==> src/rtl/auxs_pkg.sv <==
package auxs_pkg;
    localparam int unsigned DATA_W = 16;
    localparam int unsigned ADDR_W = 5;
    localparam logic [2:0] BSRC_READ_S  = 3'b011;
    localparam logic [2:0] BSRC_WRITE_S = 3'b100;
endpackage

==> src/rtl/auxs_stage.sv <==
module auxs_stage #(
    parameter int unsigned DW = 16
) (
    input  logic          clk,
    input  logic          rst_n,
    input  logic          ld_en,
    input  logic [DW-1:0] din,
    output logic [DW-1:0] m_q
);
    typedef struct packed { logic [DW-1:0] m; } st_t;
    st_t st_d, st_q;

    always_comb begin
        st_d = st_q;
        if (ld_en) st_d.m = din;
    end

    always_ff @(posedge clk or negedge rst_n) begin
        if (!rst_n) st_q <= '0;
        else        st_q <= st_d;
    end

    assign m_q = st_q.m;


    m_load_chk: assert property (@(posedge clk) disable iff (!rst_n)
        ld_en |=> m_q == $past(din));

    m_hold_chk: assert property (@(posedge clk) disable iff (!rst_n)
        !ld_en |=> $stable(m_q));
endmodule

==> src/rtl/auxs_bank.sv <==
module auxs_bank #(
    parameter int unsigned DW = 16,
    parameter int unsigned AW = 5
) (
    input  logic          clk,
    input  logic          rst_n,
    input  logic          we,
    input  logic [AW-1:0] addr,
    input  logic [DW-1:0] wdata,
    output logic [DW-1:0] rdata
);
    localparam int unsigned DEPTH = 1 << AW;
    typedef struct packed { logic [DEPTH-1:0][DW-1:0] mem; } st_t;
    st_t st_d, st_q;

    always_comb begin
        st_d = st_q;
        if (we) st_d.mem[addr] = wdata;
    end

    always_ff @(posedge clk or negedge rst_n) begin
        if (!rst_n) st_q <= '0;
        else        st_q <= st_d;
    end

    assign rdata = st_q.mem[addr];


    s_write_chk: assert property (@(posedge clk) disable iff (!rst_n)
        we |=> st_q.mem[$past(addr)] == $past(wdata));

    s_keep_chk: assert property (@(posedge clk) disable iff (!rst_n)
        !we |=> $stable(st_q.mem));
endmodule

==> src/rtl/auxs_readmux.sv <==
module auxs_readmux #(
    parameter int unsigned DW = 16,
    parameter int unsigned AW = 5
) (
    input  logic          rd_en,
    input  logic [AW-1:0] rsel,
    input  logic [DW-1:0] s_val,
    input  logic [DW-1:0] m_val,
    output logic [DW-1:0] bus_o
);
    always_comb begin
        if (!rd_en)            bus_o = '1;
        else if (rsel == '0)   bus_o = m_val;
        else                   bus_o = s_val;
    end
endmodule

==> src/rtl/aux_sreg_file.sv <==
module aux_sreg_file
    import auxs_pkg::*;
#(
    parameter int unsigned DW = DATA_W,
    parameter int unsigned AW = ADDR_W
) (
    input  logic          clk,
    input  logic          rst_n,
    input  logic          ram_task,
    input  logic          load_l,
    input  logic [DW-1:0] alu_out,
    input  logic [AW-1:0] rsel,
    input  logic [2:0]    bus_src,
    output logic [DW-1:0] s_bus
);
    logic          ld_en, wr_en, rd_en;
    logic [DW-1:0] m_val, s_val;

    assign ld_en = ram_task & load_l;
    assign wr_en = ram_task & (bus_src == BSRC_WRITE_S);
    assign rd_en = ram_task & (bus_src == BSRC_READ_S);

    auxs_stage #(.DW(DW)) u_stage (
        .clk(clk), .rst_n(rst_n), .ld_en(ld_en), .din(alu_out), .m_q(m_val)
    );

    auxs_bank #(.DW(DW), .AW(AW)) u_bank (
        .clk(clk), .rst_n(rst_n), .we(wr_en), .addr(rsel),
        .wdata(m_val), .rdata(s_val)
    );

    auxs_readmux #(.DW(DW), .AW(AW)) u_mux (
        .rd_en(rd_en), .rsel(rsel), .s_val(s_val), .m_val(m_val), .bus_o(s_bus)
    );


    bus_idle_chk: assert property (@(posedge clk) disable iff (!rst_n)
        !ram_task |-> s_bus == '1);

    bus_m_chk: assert property (@(posedge clk) disable iff (!rst_n)
        (ram_task && bus_src == BSRC_READ_S && rsel == '0) |-> s_bus == m_val);

    s_old_m_chk: assert property (@(posedge clk) disable iff (!rst_n)
        (wr_en && ld_en) |=> u_bank.st_q.mem[$past(rsel)] == $past(m_val));
endmodule

==> config.mk <==
export PLATFORM = sky130hd
export DESIGN_NAME = aux_sreg_file
export DESIGN_NICKNAME = d
export VERILOG_FILES = /design/src/rtl/auxs_pkg.sv /design/src/rtl/auxs_stage.sv /design/src/rtl/auxs_bank.sv /design/src/rtl/auxs_readmux.sv /design/src/rtl/aux_sreg_file.sv
export SDC_FILE = /design/constraint.sdc
export NUM_CORES = 1
export LEC_CHECK = 0
export BUFFER_PORTS_ARGS = -buffer_cell sky130_fd_sc_hd__buf_4
export CAP_MARGIN = 0
export CORE_UTILIZATION = 63
export CTS_CLUSTER_DIAMETER = 50
export DETAILED_ROUTE_END_ITERATION = 6
export GPL_TIMING_DRIVEN = 1
export PLACE_DENSITY = 0.8
export SLEW_MARGIN = 20
export SYNTH_ARGS = -nofsm -noshare
export SYNTH_HDL_FRONTEND = slang
export SYNTH_SLANG_ARGS = --single-unit
==> constraint.sdc <==
create_clock -name clk -period 2.1 [get_ports clk]
set_clock_uncertainty 0.2 [all_clocks]
set_input_delay 0.105 -clock clk [delete_from_list [all_inputs] [get_ports clk]]
set_output_delay 0.105 -clock clk [all_outputs]
set_load 0.03 [all_outputs]
# After elaboration in Yosys (flattened, before gate mapping)
# Index checks and enable logic that the tools add are counted.
# op_classes
n_addsub	0
n_mul	0
div	0
order_cmp	2
eq_ne	2
shifts	0
muxes	7
bitwise	3
n_reduce_logical	2
# ops
cell	n
$bwmux 512	1
$bmux 16 s5	1
$demux 16 s5	1
$mux 16	4
$lt 5x6->1 const B	1
$ge 5x1->1 const B	1
$logic_not 5->1	1
$and 1x1->1	3
$eq 3x2->1 const B	1
$eq 3x3->1 const B	1
$logic_and 1x1->1	1
# totals
reg_bits	528
latch_bits	0
mem_bits_rw	0
romBits	0
out_inout_bits	16
wordCells	49
memories	0

# Longest topological paths before layout
# Gate-level depths: netlist of run 1.
# logic_depth
ltp_word	5
mapped_depth	8
ltp_nobuf	5

# Cells and area by module
# From an unflattened synthesis of run 1, not the netlist that was laid out.
# unflattened
hier_cells	1764
hier_area_um2	24703.7
# by_module_without_submodules
module	n_inst	cells_each	area_each_um2	seq_area_each_um2
auxs_bank	1	1670	23645.2	12812.3
auxs_stage	1	34	649.4	400.4
auxs_readmux	1	57	380.4	0.0
aux_sreg_file	1	3	28.8	0.0

# Worst setup path before layout of run 1
# OpenSTA, ideal clock, no wires.
# synth_path
path_kind	in2out
startpoint	input port rsel[0]
endpoint	output port s_bus[5]
t_arrival_ps	1620
setup_slack_ps	175
stages	8
path_buffers	3
cell_sequence	buf_6 or4b_1 clkbuf_1 buf_2 o22ai_1 nor2_1 nand4_1 o22a_1
# synth_between
elab_chain_cells	4
elab_cells_between_ends	5
classes_between	4 x mux; 1 x reduce/logical
# synth_rtl
element	line_no	text
start: declaration	aux_sreg_file.sv:12	input logic [AW-1:0] rsel,
$bmux 16 s5	auxs_bank.sv:26	assign rdata = st_q.mem[addr];
$mux 16 (not written as such)	auxs_bank.sv:26	
$mux 16 (*)	auxs_readmux.sv:13	else if (rsel == '0) bus_o = m_val;
$mux 16 (*)	auxs_readmux.sv:12	if (!rd_en) bus_o = '1;
end: declaration	aux_sreg_file.sv:14	output logic [DW-1:0] s_bus
# Mark *: on every way between the ends. The rest lies on a longest branch, timed or not. The select of a mux whose other input is x is not followed.

# Worst setup path in the final report of run 1
# layout_path
startpoint	register u_bank.st_q[497] (netlist bit)
endpoint	output port s_bus[1]
# layout_between
elab_chain_cells	4
# layout_rtl
element	line_no	text
start: declaration	auxs_bank.sv:14	st_t st_d, st_q;
start signal: assignment	auxs_bank.sv:23	else st_q <= st_d;
$bmux 16 s5	auxs_bank.sv:26	
$mux 16 (not written as such)	auxs_bank.sv:26	
$mux 16	auxs_readmux.sv:13	
$mux 16	auxs_readmux.sv:12	
# No other way between the ends. The select of a mux whose other input is x is not followed.

==> impl_metrics.yaml, run 1 <==
worst_setup_path:
  worstSetupStartpointType: "register"
  worst_r2r_path_depth: 2
  crit_type: "reg -> out"
  cp-end-kind: "primary output"
  cp_cell_sequence: "mux2i_1 -> o22ai_1 -> nor2_2 -> nand4_1 -> o22a_1 -> buf_6"
  r2r_setup_slack_ns: 0.07
  crit_fanout: 2
  critPathRequiredTime_ns: 1.79
  r2r-end: "u_stage.m_q[6]"
  crit_path_max_incr_delay_ns: 0.42
  r2r-start: "u_stage.m_q[6]"
  critPathLaunch: "u_bank.st_q[497]"
  worstPathArrival_ns: 2.25
  endpoint: "s_bus[1]"
  crit_slowest_cell: "dfrtp_1"
synth:
  ys_ff_latch: 528
  synth_cell_types: 33
  synth_flop_cell: "dfrtp_1"
  seq_area_frac_synth: 0.543
  syn_area_per_cell_um2: 13.8
  synth-edff-count: 0
  synth_top_area_frac: 0.543
  synthCells: 1759
  syn_nets: 1787
  async_flop_share: 1.00
  yosysWarningCount: 0
  yosys.area.top_type: "dfrtp_1"
  syn_area_um2: 24300
  synth.top_cells.by_area: "dfrtp_1 (54%), mux2_2 (24%), mux2i_1 (11%), o22ai_1 (3.3%), buf_2 (1.3%)"
cells_and_area:
  fin_cells: 2516
  finalNetCount: 1991
  final_cell_mix: "mux2_2 (528), dfrtp_1 (528), mux2i_1 (243), buf_4 (187), o22ai_1 (103)"
  drive_gt1_frac: 0.491
  syn_to_final_growth_pct: 21.6
  final_util: 0.782
  antenna_cells: 0
  n_fill_cell: 2107
clock_network:
  h-tree-depth: 2
  tritoncts: "built"
  numCtsBuffers: 56
  clkSlewWorstSetupHoldPaths_ns: 0.06
  insertion_delay_ns: 0.61
  clockRootBuffer: "clkbuf_16"
  cts.sinks: 528
  clk_path_buf_depth: 3
routing:
  first_pass_iters: 5
  drt-initial-drc-count: 1236
  drc: 0
  drt-vias-per-instance: 6.44
  ant_nets: 0
  avgRoutedWirePerCell_um: 26.8
  vias: 16200
  wl_um: 67500
power:
  powerDensity_nw_per_um2: 799
  ir_worst_vdd_uv: 646
  power_uw: 23700
  p_leak_uw: 0.0147
global_routing:
  grt_usage: 0.351
  grt_pass1_wl_um: 102000
  grt_overflow: 0
  grt_max_degree: 83
  antenna_found_initial: 0
  grt_pass1_vias: 17100
job:
  maxCapViolCount: 0
floorplan:
  initial_core_util: 0.643
  fp.dieH_um: 199
  ios: 44
  die-width_um: 199
  rows: 71
  core_um2: 37800
  die_area_um2: 39400
sta:
  setup_viol: 16
  relSlewSlack: 0.387
  fin_crit_sh: 1.22
  fmax_ghz: 0.391
  hold_viol: 0
  setup_ws_ns: -0.458
  tns_ns: -4.07
  drv_slew: 0
  fin_crit_ns: 2.56
  rsz0062_at_grt: "yes"
  tightest_slew_ns: 0.919
worst_hold_path:
  hp-class: "in -> reg"
  worstHoldPathCells: 5
run_status:
  violations: "setup timing"
  outcome: "finished, violations left"
place:
  port_buffers: 43
  dp_hpwl_um: 42700
  dpl.cell_count: 2389
  gp_congestion: 0.935
[kinds of logic after synthesis]
kind of cell           count (synthesis)  share of synthesized area
AOI/OAI and AO/OA                    144                     0.0387
buffers and inverters                152                     0.0309
DFF                                  528                      0.543
muxes                                784                      0.350
and+or+nand+nor                      151                     0.0379
[cell usage after synthesis (3+ instances only)]
master and n:
or4b_1 4, nand4bb_1 5, buf_2 64, nor2_1 66
clkbuf_1 67, o22ai_1 128, o22a_1 16, mux2i_1 256
nand2_2 28, dfrtp_1 528, mux2_2 528, nand3_2 3
buf_4 6, nand2_1 5, buf_6 10, nand4_1 17
clkbuf_2 3
[flip-flops by register name, summed over array words and instances (netlist names)]
register and flops:
u_bank.st_q 512, u_stage.m_q 16
[routing by layer]
layer  routed length [µm]  vias up  global-route usage
met3                 4390      182              0.0687
met5                    0        -                   0
li1                     -     6864                   -
met4                 3170        0               0.179
met2                32900      607               0.572
met1                27000     8548               0.447
[critical path, delay by kind of cell, from the launching register on]
| kind | cells | cell delay [ns] |
|---|---|---|
| AOI/OAI and AO/OA | 2 | 0.39 |
| and+or+nand+nor | 2 | 0.41 |
| buffers and inverters | 1 | 0.15 |
| muxes | 1 | 0.28 |
| DFF | 1 | 0.42 |
[where the power goes]
group	switching (µW)	leakage, µW	internal [µW]	total [µW]
sequential	464	0.00726	10700	11200
clock	4080	0.000914	5880	9960
combinational	1350	0.00653	1160	2510
total	5890	0.0147	17800	23700
[stage by stage]
stage	hold WS, ns	setup slack [ns]	instance area, µm²
3_5_place_dp	-0.149	-0.317	27000
2_1_floorplan	-0.391	0.175	24300
4_1_cts	0.0181	-0.294	29400
5_1_grt	0.0592	-0.396	29600
6_report	0.0447	-0.458	29600
3_3_place_gp	-0.154	-0.285	27000
[worst min-delay path by stage]
stage,startpoint,endpoint,slack [ns]
after floorplan,rst_n,u_bank.st_q[0],-0.39
after global placement,rst_n,u_bank.st_q[106],-0.15
after detailed placement,rst_n,u_bank.st_q[242],-0.15
after CTS,rsel[3],u_bank.st_q[131],0.02
after global routing,rsel[3],u_bank.st_q[137],0.06
final,rsel[3],u_bank.st_q[131],0.04
[timing repair]
item,CTS,global route
setup endpoints to repair,16,16
pin swaps,61,40
resized for setup,65,33
hold buffers,36,0
setup buffers,8,2
hold endpoints to repair,546,0
[final cells by class]
| type | count | area (µm²) | area share |
|---|---|---|---|
| tap | 511 | 639 | 0.0216 |
| multi-input combinational | 1079 | 10800 | 0.364 |
| clock buffer | 85 | 1680 | 0.0568 |
| sequential | 528 | 13200 | 0.447 |
| timing repair buffer | 298 | 3120 | 0.105 |
| clock inverter | 15 | 179 | 0.00605 |
No activity file was read; power rests on OpenSTA's default activity.
==> inputs of run 2 (changes only) <==
--- a/config.mk
+++ b/config.mk
@@ -7,6 +7,7 @@
 export LEC_CHECK = 0
 export BUFFER_PORTS_ARGS = -buffer_cell sky130_fd_sc_hd__buf_4
 export CAP_MARGIN = 0
+export CORE_MARGIN = 2
 export CORE_UTILIZATION = 63
 export CTS_CLUSTER_DIAMETER = 50
 export DETAILED_ROUTE_END_ITERATION = 6
==> run 2 against run 1 <==
  * The run still ends with setup timing left
  * First-iteration DRC count fell by 8.9%
  * Hold slack improved by 0.018 ns
  * Total power fell by 2.5%
  * Count of clock-buffer cells in the layout fell by 6
  * Register-to-register slack improved by 0.04 ns
  * Sequential share of layout area rose by 0.31 points
  * Worst setup slack improved by 0.073 ns
==> impl_metrics.yaml, run 2 (synthesis results as in run 1) <==
global_routing:
  antenna_found_initial: 1
  grt_pass1_vias: 17200
  grt_pass1_wl_um: 102000
  grt_usage: 0.332
  grt_overflow: 0
  grt_max_degree: 85
floorplan:
  die-width_um: 201
  ios: 44
  initial_core_util: 0.643
  fp.dieH_um: 201
  core_um2: 37800
  rows: 71
  die_area_um2: 40200
routing:
  vias: 16000
  drt-vias-per-instance: 6.40
  avgRoutedWirePerCell_um: 26.5
  drc: 0
  drt-initial-drc-count: 1126
  wl_um: 66100
  ant_nets: 0
  first_pass_iters: 5
worst_setup_path:
  worst_r2r_path_depth: 2
  critPathRequiredTime_ns: 1.79
  cp-end-kind: "primary output"
  r2r-start: "u_stage.m_q[10]"
  r2r-end: "u_stage.m_q[10]"
  worstSetupStartpointType: "register"
  worstPathArrival_ns: 2.18
  crit_type: "reg -> out"
  crit_fanout: 2
  r2r_setup_slack_ns: 0.11
sta:
  drv_slew: 0
  tightest_slew_ns: 0.946
  setup_ws_ns: -0.385
  relSlewSlack: 0.369
  fin_crit_sh: 1.18
  rsz0062_at_grt: "yes"
  setup_viol: 16
  fmax_ghz: 0.402
  hold_viol: 0
  fin_crit_ns: 2.48
  holdWs_ns: 0.0631
place:
  dp_hpwl_um: 43500
  dpl.cell_count: 2378
  post_dp_cell_area_um2: 26900
  gp_congestion: 0.895
  place_ws_ns: -0.231
  port_buffers: 43
clock_network:
  tritoncts: "built"
  clkSlewWorstSetupHoldPaths_ns: 0.06
  clockRootBuffer: "clkbuf_16"
  h-tree-depth: 2
  cts.sinks: 528
  numCtsBuffers: 54
  insertion_delay_ns: 0.61
  clk_path_buf_depth: 3
cells_and_area:
  seq_area_um2: 13200
  final_cell_mix: "mux2_2 (528), dfrtp_1 (528), mux2i_1 (235), buf_4 (174), o22ai_1 (107)"
  largest_reg_flops: 512
  multi_input_area_um2: 10800
  drive_gt1_frac: 0.490
  fin_cells: 2497
  finalInstanceArea_um2: 29400
  regMostFlops: "u_bank.st_q"
  finalNetCount: 1976
  antenna_cells: 0
  syn_to_final_growth_pct: 20.8
  n_fill_cell: 2206
power:
  powerDensity_nw_per_um2: 785
  ir_worst_vdd_uv: 747
  power_uw: 23100
  p_leak_uw: 0.0146
worst_hold_path:
  hp-class: "in -> reg"
  hp-start: "rsel[2]"
  min_to: "u_bank.st_q[240]"
  worstHoldPathCells: 6
job:
  maxCapViolCount: 0
run_status:
  violations: "setup timing"
  outcome: "finished, violations left"
run 2: worst max-delay path by stage:
stage | startpoint | endpoint | slack (ns)
2_1_floorplan | rsel[0] | s_bus[5] | 0.17
3_3_place_gp | rsel[3] | s_bus[5] | -0.20
4_1_cts | u_bank.st_q[330] | s_bus[10] | -0.38
6_report | u_bank.st_q[330] | s_bus[10] | -0.38
5_1_grt | u_bank.st_q[252] | s_bus[12] | -0.40
3_5_place_dp | rsel[3] | s_bus[5] | -0.23
run 2: stage by stage:
stage	TNS (ns)	utilization
floorplan	0	-
global placement	-1.82	0.711
detailed placement	-2.29	0.711
CTS	-3.91	0.775
global route	-4.89	0.777
finish	-4.29	0.777
run 2: routing by layer:
layer	part of all wire	track usage	vias to the layer above	routed length [µm]
met4	0.036	0.137	2	2370
met5	0.00032	0	-	21
met2	0.49	0.550	564	32200
li1	-	-	6834	-
met1	0.40	0.431	8432	26700
met3	0.073	0.0696	146	4800
run 2: where the power goes:
group          internal (µW)  switching (µW)  total, µW  leakage [µW]
Combinational           1130            1320       2450       0.00645
Clock                   5500            3910       9410      0.000866
Sequential             10700             486      11200       0.00726
run 2: layout make-up:
class,instances,share of cell area
Clock buffer,79,0.0547
Sequential cell,528,0.450
Multi-Input combinational cell,1079,0.367
Timing Repair Buffer,285,0.103
Tap cell,511,0.0218
Clock inverter,15,0.00447
run 2: timing repair:
| action | in CTS | in global routing |
|---|---|---|
| hold buffers | 36 | 0 |
| pin swaps | 73 | 30 |
| hold endpoints to repair | 549 | 0 |
| setup endpoints to repair | 16 | 16 |
| setup buffers | 2 | 1 |
| resized for setup | 87 | 20 |
run 2: critical path: stages (launching register included):
cell and delay (ns):
dfrtp_1 0.39, mux2i_2 0.22, o22ai_1 0.11, nor2_1 0.16
buf_4 0.16, nand4_1 0.11, o22a_1 0.25, buf_6 0.16
==> inputs of run 3 (changes only) <==
--- a/config.mk
+++ b/config.mk
@@ -5,7 +5,7 @@
 export SDC_FILE = /design/constraint.sdc
 export NUM_CORES = 1
 export LEC_CHECK = 0
-export BUFFER_PORTS_ARGS = -buffer_cell sky130_fd_sc_hd__buf_4
+export BUFFER_PORTS_ARGS = -buffer_cell sky130_fd_sc_hd__buf_2
 export CAP_MARGIN = 0
 export CORE_MARGIN = 2
 export CORE_UTILIZATION = 63
==> run 3 against run 2 <==
  * The run still ends with setup timing left
  * Critical path depth is 1 lower
  * Maximum frequency is 1.6% higher
  * Sequential cell count stayed put
  * Via count is 0.21% higher
  * First-iteration DRC count is 21% higher
  * Cell area is 0.36% lower
  * Die area stayed put
  * Register-to-register slack worse by 0.05 ns
==> impl_metrics.yaml, run 3 (synthesis results as in run 1) <==
clock_network:
  clkSlewWorstSetupHoldPaths_ns: 0.06
  insertion_delay_ns: 0.60
  clockRootBuffer: "clkbuf_16"
  tritoncts: "built"
  numCtsBuffers: 55
  cts.sinks: 528
  h-tree-depth: 2
  clk_path_buf_depth: 3
global_routing:
  grt_overflow: 0
  grt_pass1_wl_um: 103000
  grt_usage: 0.333
  grt_pass1_vias: 17100
  grt_max_degree: 85
  antenna_found_initial: 1
routing:
  drc: 0
  ant_nets: 0
  drt-initial-drc-count: 1361
  drt-vias-per-instance: 6.44
  wl_um: 66200
  avgRoutedWirePerCell_um: 26.6
  vias: 16000
  first_pass_iters: 5
sta:
  tns_ns: -4.42
  setup_ws_ns: -0.347
  relSlewSlack: 0.473
  hold_viol: 0
  rsz0062_at_grt: "yes"
  fmax_ghz: 0.409
  drv_slew: 0
  fin_crit_sh: 1.17
  setup_viol: 16
  fin_crit_ns: 2.45
  tightest_slew_ns: 0.790
power:
  p_leak_uw: 0.0145
  ir_worst_vdd_uv: 692
  powerDensity_nw_per_um2: 815
  power_uw: 23900
worst_setup_path:
  critPathRequiredTime_ns: 1.79
  crit_fanout: 2
  cp-end-kind: "primary output"
  worstSetupStartpointType: "register"
  crit_type: "reg -> out"
  worstPathArrival_ns: 2.14
  worst_r2r_path_depth: 3
floorplan:
  core_um2: 37800
  ios: 44
  fp.dieH_um: 201
  die_area_um2: 40200
  initial_core_util: 0.643
  die-width_um: 201
  rows: 71
cells_and_area:
  drive_gt1_frac: 0.484
  largest_reg_flops: 512
  syn_to_final_growth_pct: 20.3
  antenna_cells: 0
  regMostFlops: "u_bank.st_q"
  finalNetCount: 1957
  final_cell_mix: "mux2_2 (528), dfrtp_1 (528), mux2i_1 (227), buf_4 (138), o22ai_1 (112)"
worst_hold_path:
  hp-class: "in -> async"
job:
  maxCapViolCount: 0
place:
  gp_congestion: 0.904
  dp_hpwl_um: 42100
  port_buffers: 43
run_status:
  violations: "setup timing"
  outcome: "finished, violations left"
==> run 3: cell types whose count changed in the layout (fill, tap and decap cells not counted), moves of 4 or more <==
cell and change:
buf_4 -36, buf_2 +26, clkbuf_1 +7, bufinv_16 +4
buf_12 -6, clkinv_2 -8, mux2i_4 +10, nor2_1 +5
o22ai_1 +5, nor2_4 -10, nor2_2 +5, mux2i_1 -8
==> run 3: routing by layer <==
metal | GRT usage | vias up | wire length (µm)
met2 | 0.551 | 612 | 32400
met5 | 0.00952 | - | 10
li1 | - | 6809 | -
met4 | 0.131 | 2 | 2310
met1 | 0.446 | 8446 | 27200
met3 | 0.0524 | 143 | 4320
==> run 3: worst max-delay path, cell delays in order (launching register included) <==
cell	delay [ns]
dfrtp_1	0.39
mux2i_1	0.30
o22ai_1	0.18
nor2_1	0.14
nand4_1	0.13
o22a_1	0.25
buf_6	0.15
==> run 3: stage by stage <==
step	setup slack, ns	hold slack [ns]	instances	instance area, µm²	util
final	-0.347	0.0180	2485	29300	0.774
after detailed placement	-0.203	-0.140	2347	26500	0.700
after global placement	-0.157	-0.144	2347	26500	0.700
after global routing	-0.393	0.0492	2485	29300	0.774
after CTS	-0.302	0.0230	2481	29100	0.769
after floorplan	0.175	-0.391	1759	24300	-
==> run 3: final timing paths <==
check	from	to	slack, ns
worst min register to register	u_bank.st_q[149]	u_bank.st_q[149]	0.30
max in group asynchronous	rst_n	u_bank.st_q[176]	1.22
min in group clk	alu_out[7]	u_stage.m_q[7]	0.09
worst min-delay path	rst_n	u_bank.st_q[211]	0.02
worst max register to register	u_stage.m_q[6]	u_stage.m_q[6]	0.06
worst max-delay path	u_bank.st_q[511]	s_bus[15]	-0.35
==> run 3: cell type report <==
type / count / area [µm²]
clock buffers: 89 / 1700
clock inverters: 13 / 235
fillers: 2238 / 8560
multi-input cells: 1079 / 10800
flip-flops and latches: 528 / 13200
well taps: 511 / 639
repair buffers: 265 / 2720
==> run 3: power by group <==
group / leakage, µW / internal (µW) / switching, µW
logic: 0.00627 / 1080 / 1360
registers: 0.00726 / 10700 / 440
clock network: 0.000939 / 6250 / 4000
total: 0.0145 / 18100 / 5800
==> run 3: repair_timing <==
action / in CTS / in global routing
setup buffers: 1 / 4
hold buffers: 34 / 0
hold endpoints to repair: 544 / 0
pin swaps: 44 / 19
endpoints found under the setup margin: 16 / 16
resized for setup: 88 / 28
